--- config.mk ---
export PLATFORM = sky130hd
export DESIGN_NAME = i2c_regwrite_slave
export DESIGN_NICKNAME = d
export VERILOG_FILES = /design/src/rtl/i2cw_pkg.sv /design/src/rtl/i2cw_sync.sv /design/src/rtl/i2cw_cond.sv /design/src/rtl/i2cw_proto.sv /design/src/rtl/i2cw_regbank.sv /design/src/rtl/i2c_regwrite_slave.sv
export SDC_FILE = /design/constraint.sdc
export NUM_CORES = 1
export LEC_CHECK = 0
export ABC_AREA = 1
export ABC_CLOCK_PERIOD_IN_PS = 1460
export BUFFER_PORTS_ARGS = -buffer_cell sky130_fd_sc_hd__buf_2
export CORE_MARGIN = 2
export CORE_UTILIZATION = 50
export DETAILED_ROUTE_END_ITERATION = 7
export GPL_TIMING_DRIVEN = 0
export PLACE_DENSITY_LB_ADDON = 0.1
export SKIP_CTS_REPAIR_TIMING = 1
export SYNTH_ARGS = -nofsm -noshare
export SYNTH_HDL_FRONTEND = slang
export SYNTH_SLANG_ARGS = --single-unit
--- constraint.sdc ---
create_clock -name clk -period 1.46 [get_ports clk]
set_clock_uncertainty 0.05 [all_clocks]
set_input_delay 0.146 -clock clk [delete_from_list [all_inputs] [get_ports clk]]
set_output_delay 0.146 -clock clk [all_outputs]
set_load 0.02 [all_outputs]
--- src/rtl/i2cw_pkg.sv ---
package i2cw_pkg;

    localparam int PTR_W  = 5;
    localparam int DATA_W = 8;

    typedef enum logic [1:0] {
        PH_IDLE,
        PH_DEV,
        PH_PTR,
        PH_DATA
    } phase_e;

    typedef struct packed {
        logic start;
        logic stop;
        logic scl_rise;
        logic scl_fall;
        logic sda;
    } bus_ev_t;

    typedef struct packed {
        logic              en;
        logic [PTR_W-1:0]  addr;
        logic [DATA_W-1:0] data;
    } wr_req_t;

    // Device byte: address in bits 7..1, direction in bit 0 (0 = write)
    function automatic logic dev_match(input logic [DATA_W-1:0] b,
                                       input logic [6:0] dev);
        return (b[7:1] == dev) && (b[0] == 1'b0);
    endfunction

endpackage

--- src/rtl/i2cw_sync.sv ---
module i2cw_sync #(
    parameter int W      = 2,
    parameter int STAGES = 2
) (
    input  logic         clk,
    input  logic         rst,
    input  logic [W-1:0] d,
    output logic [W-1:0] q
);
    logic [W-1:0] pipe [STAGES];

    generate
        for (genvar s = 0; s < STAGES; s++) begin : g_stage
            always_ff @(posedge clk) begin
                if (rst) begin
                    pipe[s] <= '1;
                end else if (s == 0) begin
                    pipe[s] <= d;
                end else begin
                    pipe[s] <= pipe[(s == 0) ? 0 : s-1];
                end
            end
        end
    endgenerate

    assign q = pipe[STAGES-1];
endmodule

--- src/rtl/i2cw_cond.sv ---
module i2cw_cond
    import i2cw_pkg::*;
(
    input  logic    clk,
    input  logic    rst,
    input  logic    scl_s,
    input  logic    sda_s,
    output bus_ev_t ev
);
    logic scl_q, sda_q;

    always_ff @(posedge clk) begin
        if (rst) begin
            scl_q <= 1'b1;
            sda_q <= 1'b1;
        end else begin
            scl_q <= scl_s;
            sda_q <= sda_s;
        end
    end

    always_comb begin
        ev.start    = scl_s & scl_q & sda_q & ~sda_s;
        ev.stop     = scl_s & scl_q & ~sda_q & sda_s;
        ev.scl_rise = scl_s & ~scl_q;
        ev.scl_fall = ~scl_s & scl_q;
        ev.sda      = sda_s;
    end
endmodule

--- src/rtl/i2cw_proto.sv ---
module i2cw_proto
    import i2cw_pkg::*;
#(
    parameter logic [6:0] DEV_ADDR = 7'h48,
    parameter int         NREG     = 9
) (
    input  logic    clk,
    input  logic    rst,
    input  bus_ev_t ev,
    output logic    sda_oe,
    output phase_e  phase,
    output wr_req_t wr
);
    localparam logic [PTR_W-1:0] LAST = PTR_W'(NREG - 1);
    localparam logic [3:0]       ACK_SLOT = 4'd8;
    localparam logic [3:0]       ACK_DONE = 4'd9;

    logic [3:0]        bit_cnt;
    logic [DATA_W-1:0] shreg;
    logic [PTR_W-1:0]  ptr;

    function automatic logic [PTR_W-1:0] step(input logic [PTR_W-1:0] p);
        return (p >= LAST) ? '0 : p + 1'b1;
    endfunction

    always_ff @(posedge clk) begin
        if (rst) begin
            phase   <= PH_IDLE;
            bit_cnt <= '0;
            shreg   <= '0;
            ptr     <= '0;
            sda_oe  <= 1'b0;
            wr      <= '0;
        end else begin
            wr.en <= 1'b0;
            if (ev.start) begin
                phase   <= PH_DEV;
                bit_cnt <= '0;
                sda_oe  <= 1'b0;
            end else if (ev.stop) begin
                phase   <= PH_IDLE;
                bit_cnt <= '0;
                sda_oe  <= 1'b0;
            end else if (phase != PH_IDLE) begin
                if (ev.scl_rise) begin
                    if (bit_cnt < ACK_SLOT) begin
                        shreg <= {shreg[DATA_W-2:0], ev.sda};
                    end
                    bit_cnt <= bit_cnt + 4'd1;
                end else if (ev.scl_fall) begin
                    if (bit_cnt == ACK_SLOT) begin
                        unique case (phase)
                            PH_DEV: begin
                                if (dev_match(shreg, DEV_ADDR)) begin
                                    sda_oe <= 1'b1;
                                end else begin
                                    phase   <= PH_IDLE;
                                    bit_cnt <= '0;
                                end
                            end
                            PH_PTR: begin
                                ptr    <= shreg[PTR_W-1:0];
                                sda_oe <= 1'b1;
                            end
                            PH_DATA: begin
                                sda_oe  <= 1'b1;
                                wr.en   <= (ptr <= LAST);
                                wr.addr <= ptr;
                                wr.data <= shreg;
                                ptr     <= step(ptr);
                            end
                            default: ;
                        endcase
                    end else if (bit_cnt == ACK_DONE) begin
                        sda_oe  <= 1'b0;
                        bit_cnt <= '0;
                        if (phase == PH_DEV) begin
                            phase <= PH_PTR;
                        end else if (phase == PH_PTR) begin
                            phase <= PH_DATA;
                        end
                    end
                end
            end
        end
    end
endmodule

--- src/rtl/i2cw_regbank.sv ---
module i2cw_regbank
    import i2cw_pkg::*;
#(
    parameter int NREG = 9
) (
    input  logic                   clk,
    input  logic                   rst,
    input  wr_req_t                wr,
    output logic [NREG*DATA_W-1:0] regs_flat
);
    generate
        for (genvar g = 0; g < NREG; g++) begin : g_reg
            logic [DATA_W-1:0] r;
            always_ff @(posedge clk) begin
                if (rst) begin
                    r <= '0;
                end else if (wr.en && (wr.addr == PTR_W'(g))) begin
                    r <= wr.data;
                end
            end
            assign regs_flat[g*DATA_W +: DATA_W] = r;
        end
    endgenerate
endmodule

--- src/rtl/i2c_regwrite_slave.sv ---
module i2c_regwrite_slave
    import i2cw_pkg::*;
#(
    parameter logic [6:0] DEV_ADDR = 7'h48,
    parameter int         NREG     = 9
) (
    input  logic                   clk,
    input  logic                   rst,
    input  logic                   scl_in,
    input  logic                   sda_in,
    output logic                   sda_oe,
    output logic [NREG*DATA_W-1:0] regs_flat
);
    logic [1:0] pins_s;
    bus_ev_t    ev;
    phase_e     phase;
    wr_req_t    wr;

    i2cw_sync #(.W(2), .STAGES(2)) u_sync (
        .clk (clk),
        .rst (rst),
        .d   ({scl_in, sda_in}),
        .q   (pins_s)
    );

    i2cw_cond u_cond (
        .clk   (clk),
        .rst   (rst),
        .scl_s (pins_s[1]),
        .sda_s (pins_s[0]),
        .ev    (ev)
    );

    i2cw_proto #(.DEV_ADDR(DEV_ADDR), .NREG(NREG)) u_proto (
        .clk    (clk),
        .rst    (rst),
        .ev     (ev),
        .sda_oe (sda_oe),
        .phase  (phase),
        .wr     (wr)
    );

    i2cw_regbank #(.NREG(NREG)) u_bank (
        .clk       (clk),
        .rst       (rst),
        .wr        (wr),
        .regs_flat (regs_flat)
    );
endmodule

==> summary.txt, run 1 <==
Logic synthesis
  • Post-synthesis mux area share: 0%
  • Synth top area share: 48.8%
  • Synth Area in XOR/XNOR: 0.381%
  • Synth Instances: 573
  • Largest family of logic cells by synthesized area: simple AND/OR/NAND/NOR gates
  • Async SR Flop Fraction: 0%
  • Synth area leader: dfxtp_1
  • Synth Area in Adders: 3.81%
  • Syn Nets: 591
  • Mapped Area: 4590 sq um
  • Sequential fraction of the synthesis area: 48.8%
  • Yosys cell types: 38
  • Count leader, synth: dfxtp_1
  • Synth area leaders: dfxtp_1, a21oi_1, o21ai_0
  • Flops & latches, synth: 112
  • Ys flop type: dfxtp_1
  • Post-Syn Area per Cell: 8.02 sq um
  • Post-Synth Simple-Gate Area: 21.4%
  • Synthesis Warnings: 0
  • Post-synth EDFFs: 0
  • Post-synth top cells: dfxtp_1, a21oi_1, nor2_1
  • Post-synthesis compound-gate area fraction: 17.3%

Cells and area
  • Post-layout nets: 710
  • Syn-to-layout area delta: 31.3%
  • # diodes: 0
  • Share of cells above drive strength 1: 35.7%
  • Fillers: 700
  • Non-filler cells, final: 805

Routing
  • Wirelength per Cell: 15.1 microns
  • Final WL: 12.2 mm
  • Via count: 4291
  • Post-DR vias/cell: 5.33
  • Routed Antenna Nets: 0
  • Drt first pass iters: 4
  • Initial DRC Count: 194
  • DR DRC count: 0

Die
  • Core footprint: 8810 sq um
  • Chip Height: 99.9 microns
  • Rows: 34
  • Die W: 99.9 microns
  • Die Footprint: 9970 sq um
  • Starting Density: 52.2%
  • Total I/O pin count: 77

Power
  • PD cells: 853 nW/um^2
  • VDD IR max: 565 uV
  • Pleak: 0.00252 uW

Timing
  • Fin. max-slew vios: 0
  • Final worst setup slack: -0.0680 ns
  • Setup violators final: 17
  • Final period utilization: 105%
  • Total negative slack: -0.440 ns
  • Relative slew slack: 49.5%
  • Final hold vios: 0
  • Pin slew with the least headroom to its limit: 0.757 ns
  • RSZ-0062 raised after global routing: true
  • Min Tclk post-route: 1.53 ns
  • Max Fclk: 0.654 GHz

CTS
  • CTS HTree Levels: 3
  • TritonCTS clock tree: built
  • CTS Buf Count: 9
  • CTS Root Cell: clkbuf_8
  • Clock Sinks: 112
  • Worst skew pair latency: 0.38 ns
  • Clock-pin slew on the worst setup and hold paths: 0.11 ns
  • Clk buf depth: 2

Run status
  • Status: finished, violations left
  • Violated checks: negative setup slack

Worst setup path
  • R2R depth: 9
  • Setup CP Type: reg2reg
  • Worst path arrival time: 1.76 ns
  • Buffers and inverters on the worst path: 3
  • CP endpoint kind: flop
  • Worst setup SP type: flop
  • Delay-heaviest family, CP: flip-flops
  • Critical Path Slowest Stage Cell: dfxtp_4
  • Crit path max fanout: 8
  • Critical-path cell list: ha_4, nand3_4, nand2_4, inv_6, nand4_4, clkinv_4, buf_8, o21ai_2, a21oi_2
  • Slowest stage delay, CP: 0.40 ns
  • Worst path depth: 9
  • WP data required: 1.70 ns

Placed design
  • Post-detailed-placement half-perimeter wirelength: 7.75 mm
  • PortBufs: 76
  • RD Place Congestion: 0.885
  • # placed instances: 757

Global routing
  • Largest net degree at the start of global routing: 22
  • Initial antenna violation count: 0
  • Vias in the first global route: 3805
  • GR Util met2: 35.3%
  • Total GRT Usage: 22.3%
  • GRT Max-Usage Layer: met2
  • GRT met3 Usage: 2.99%
  • First-pass GRT wire length: 17.8 mm
  • Met1 usage: 30.9%
  • Grt total ovfl: 0

Job
  • Max_cap viols: 0

Min path
  • Worst Hold Class: in2reg
  • Worst hold path depth: 4
## stage by stage
stage               util (%)  area [sq um]  hold slack, ns  power [uW]  setup slack (ns)
floorplan                  -          4600           0.200        3250           0.00386
global placement        58.1          5110           0.278        3290            -0.163
detailed placement      58.1          5110           0.281        3290            -0.185
CTS                     60.3          5310          -0.115        5080            -0.214
global route            68.5          6030           0.145        5300            -0.132
finish                  68.5          6030           0.106        5140           -0.0680
## layer usage
layer / routed length (microns) / part of all wire (%)
met2: 5810 / 48
met5: 0 / 0
met4: 249 / 2.0
met1: 5570 / 46
met3: 558 / 4.6
## report_power, final
part	internal [uW]	switching [uW]	total [uW]	leakage (uW)
clock network	673	1180	1850	0.0000959
logic	86.0	138	224	0.00152
registers	3060	10.1	3070	0.000907
total	3820	1330	5140	0.00252
## tightest hold or removal path: cells and delay by family
family                 cells  cell delay (ns)
AND/OR/NAND/NOR            3             0.18
buffers and inverters      1             0.17
## cell families (layout without fill, tap and decap cells)
group,after synthesis,in the layout
AOI/OAI and AO/OA,152,152
DFF,112,112
buffers and inverters,88,212
and+or+nand+nor,205,205
xor gates and xnor gates,2,2
adders and majority gates,14,14
## worst paths after layout
path	start	end	slack, ns
worst min-delay path	rst	u_proto.bit_cnt[2]	0.11
worst max register to register	u_sync.pipe[1][1]	u_proto.wr[6]	-0.07
worst max-delay path	u_sync.pipe[1][1]	u_proto.wr[6]	-0.07
worst min register to register	u_sync.pipe[0][1]	u_sync.pipe[1][1]	0.37
## cells in the final DEF (no fill, tap or decap), types with 3 or more instances in the layout
| cell | instances |
|---|---|
| o21ai_0 | 41 |
| inv_2 | 11 |
| ha_4 | 5 |
| o21ai_2 | 13 |
| clkbuf_8 | 9 |
| buf_2 | 80 |
| or2_2 | 4 |
| inv_1 | 38 |
| buf_6 | 9 |
| nand3_4 | 5 |
| dfxtp_1 | 101 |
| dfxtp_2 | 7 |
| a21oi_1 | 67 |
| o21ai_1 | 11 |
| nor2_4 | 11 |
| nand4_1 | 4 |
| inv_6 | 7 |
| nor2_2 | 3 |
| buf_4 | 26 |
| nand3_2 | 5 |
| nand2_1 | 56 |
| a21oi_2 | 12 |
| dfxtp_4 | 4 |
| nand2_4 | 6 |
| inv_4 | 6 |
| ha_1 | 8 |
| nand3_1 | 40 |
| o22ai_2 | 3 |
| nor2_1 | 61 |
| nand2_2 | 4 |
| clkbuf_1 | 14 |
## flip-flops by register name, summed over array words and instances (netlist names), 2 cells and up
| signal | flops |
|---|---|
| u_proto.wr | 14 |
| u_proto.shreg | 8 |
| u_bank.g.r | 72 |
| u_sync.pipe | 4 |
| u_proto.ptr | 5 |
| u_proto.bit_cnt | 4 |
| u_proto.phase | 2 |
## area by class of cell
| type | instances | area [sq um] | area share, % |
|---|---|---|---|
| Timing Repair Buffer | 107 | 666 | 11.0 |
| Buffer | 29 | 188 | 3.11 |
| Tap cell | 108 | 135 | 2.24 |
| Multi-Input combinational cell | 373 | 2320 | 38.5 |
| Clock inverter | 7 | 70.1 | 1.16 |
| Timing Repair inverter | 1 | 8.76 | 0.145 |
| Inverter | 59 | 255 | 4.23 |
| Clock buffer | 9 | 124 | 2.05 |
| Sequential cell | 112 | 2270 | 37.6 |
No activity file was read; power rests on OpenSTA's default activity.
==> inputs of run 2 (changes only) <==
ABC_AREA = unset   (was 1)
SKIP_CTS_REPAIR_TIMING = unset   (was 1)
==> summary.txt, run 2 <==
Logic synthesis
  • Syn Nets: 526
  • Largest family of logic cells by synthesized area: simple AND/OR/NAND/NOR gates
  • Synthesis Warnings: 0
  • Flops & latches, synth: 112
  • Async SR Flop Fraction: 0%
  • Synth Area in Adders: 3.78%
  • Synth Instances: 508
  • Post-synth EDFFs: 0
  • Synth area leader: dfxtp_1
  • Ys flop type: dfxtp_1
  • Count leader, synth: dfxtp_1
  • Post-Synth Simple-Gate Area: 20.4%
  • Synth top area share: 48.4%
  • Sequential fraction of the synthesis area: 48.4%
  • Post-Syn Area per Cell: 9.12 sq um
  • Yosys cell types: 54
  • Post-synth top cells: dfxtp_1, nand2_1, a21oi_1
  • Synth area leaders: dfxtp_1, mux2i_1, a21oi_1
  • Post-synthesis compound-gate area fraction: 11.7%
  • Post-synthesis mux area share: 9.94%
  • Synth Area in XOR/XNOR: 0.540%
  • Mapped Area: 4630 sq um

Global routing
  • Total GRT Usage: 23.5%
  • Grt total ovfl: 0
  • Vias in the first global route: 3661
  • Initial antenna violation count: 0
  • Largest net degree at the start of global routing: 20
  • First-pass GRT wire length: 18.7 mm

Timing
  • Hold slack: 0.0360 ns
  • Setup violators final: 84
  • Relative slew slack: 38.1%
  • Final worst setup slack: -0.556 ns
  • Fin. max-slew vios: 0
  • Final period utilization: 138%
  • Min Tclk post-route: 2.02 ns
  • Total negative slack: -14.25 ns
  • Final hold vios: 0
  • Max Fclk: 0.496 GHz
  • RSZ-0062 raised after global routing: true
  • Pin slew with the least headroom to its limit: 0.929 ns

Worst setup path
  • CP endpoint kind: flop
  • Worst setup SP type: flop
  • Worst path arrival time: 2.28 ns
  • WP data required: 1.72 ns
  • Setup CP Type: reg2reg
  • Crit path max fanout: 5

Routing
  • Post-DR vias/cell: 5.67
  • Routed Antenna Nets: 0
  • Drt first pass iters: 5
  • Wirelength per Cell: 17.6 microns
  • Initial DRC Count: 231
  • DR DRC count: 0
  • Final WL: 13.5 mm
  • Via count: 4352

Power
  • VDD IR max: 540 uV
  • Clock Power Share: 34.6%
  • Total power: 5020 uW
  • PD cells: 745 nW/um^2
  • Pleak: 0.00252 uW
  • Switch Pwr: 1240 uW
  • Flop pwr share: 60.9%
  • Comb power frac: 4.5%
  • Sw frac: 24.6%
  • Pint: 3780 uW

CTS
  • CTS Root Cell: clkbuf_8
  • Clk buf depth: 2
  • Worst skew pair latency: 0.38 ns
  • CTS HTree Levels: 3
  • CTS Buf Count: 9
  • Clock Sinks: 112
  • TritonCTS clock tree: built
  • Clock-pin slew on the worst setup and hold paths: 0.11 ns

Run status
  • Violated checks: negative setup slack
  • Status: finished, violations left

Min path
  • Worst Hold Class: in2reg

Die
  • Die W: 100 microns
  • Rows: 35
  • Total I/O pin count: 77
  • Chip Height: 100 microns
  • Starting Density: 50.8%
  • Die Footprint: 10000 sq um
  • Core footprint: 9110 sq um

Cells and area
  • Share of cells above drive strength 1: 46.8%
  • Biggest regs: u_bank.g.r: 72 flops, u_proto.wr: 14 flops, u_proto.shreg: 8 flops
  • # diodes: 0
  • Syn-to-layout area delta: 45.6%
  • Post-layout nets: 669
  • Most common cell after layout, fill and taps aside: dfxtp_1
  • Most frequent cells in the layout: dfxtp_1, buf_2, nor2_1, mux2i_1, nand2_1
  • Max reg flops: 72
  • Top reg by flops: u_bank.g.r

Job
  • Max_cap viols: 0

Placed design
  • Post-detailed-placement half-perimeter wirelength: 7.62 mm
  • PortBufs: 75
  • RD Place Congestion: 0.808
## run 2: cell count changes after synthesis, moves of 7 or more
| cell | previous run | this run |
|---|---|---|
| a21oi_1 | 76 | 58 |
| clkbuf_1 | 14 | 22 |
| inv_1 | 51 | 13 |
| mux2i_1 | 0 | 46 |
| nor2_1 | 68 | 50 |
| nor2_4 | 7 | 0 |
| o21ai_0 | 60 | 2 |
## run 2: path summary, 6_finish.rpt
check	startpoint	end	slack, ns	cells after the start
setup / recovery	u_proto.phase[1]	u_proto.phase[0]	-0.56	7
hold / removal	rst	u_proto.phase[0]	0.04	3
setup reg to reg	u_proto.phase[1]	u_proto.phase[0]	-0.56	7
hold reg to reg	u_sync.pipe[0][1]	u_sync.pipe[1][1]	0.37	1
## run 2: worst max-delay path: stages (launching register included)
cell and delay (ns):
dfxtp_4 0.39, inv_4 0.05, ha_4 0.16, or3b_4 0.38, buf_8 0.14, or4_4 0.41
o211ai_1 0.16, mux2i_1 0.21
## run 2: power by group through the flow
stage / Clock [uW] / Combinational [uW] / Sequential (uW)
finish: 1740 / 227 / 3060
global route: 1880 / 245 / 3060
CTS: 1760 / 192 / 3070
detailed placement: 0 / 156 / 3140
global placement: 0 / 153 / 3140
floorplan: 0 / 116 / 3140
## run 2: per-layer routing
layer  global-route usage [%]  vias to the layer above  wire (microns)
li1                         -                     2056               -
met1                     33.5                     2097            6250
met2                     36.1                      167            6110
met3                     4.18                       32             753
met4                     8.11                        0             359
met5                        0                        -               0
## run 2: layout make-up
type | count | area, sq um
Multi-Input combinational cell | 347 | 2820
Tap cell | 111 | 139
Clock inverter | 6 | 51.3
Sequential cell | 112 | 2290
Clock buffer | 10 | 128
Inverter | 13 | 56.3
Fill cell | 616 | 2370
Buffer | 33 | 251
Timing Repair Buffer | 135 | 1000
## run 2: cell families (layout without fill, tap and decap cells)
logic type	Yosys count	count (layout)
multiplexers	46	46
AND/OR/NAND/NOR	200	200
adder cells (fa/ha/maj)	14	14
XOR/XNOR	2	2
buffers and inverters	49	197
AO/OA/AOI/OAI	85	85
flip-flops	112	112
## run 2: what timing repair did
action,4_1_cts,5_1_grt
setup buffers,26,29
resized for setup,55,153
hold endpoints to repair,2,0
hold buffers,2,0
endpoints found under the setup margin,106,98
pin swaps,20,58
cloned,1,3
## run 2: per-stage QoR
| step | std cells | util (%) | setup slack [ns] | area (sq um) |
|---|---|---|---|---|
| floorplan | 508 | - | -0.424 | 4770 |
| global placement | 694 | 58.0 | -0.520 | 5280 |
| detailed placement | 694 | 58.0 | -0.553 | 5280 |
| CTS | 736 | 64.3 | -0.506 | 5860 |
| global route | 767 | 74.0 | -0.592 | 6740 |
| finish | 767 | 74.0 | -0.556 | 6740 |
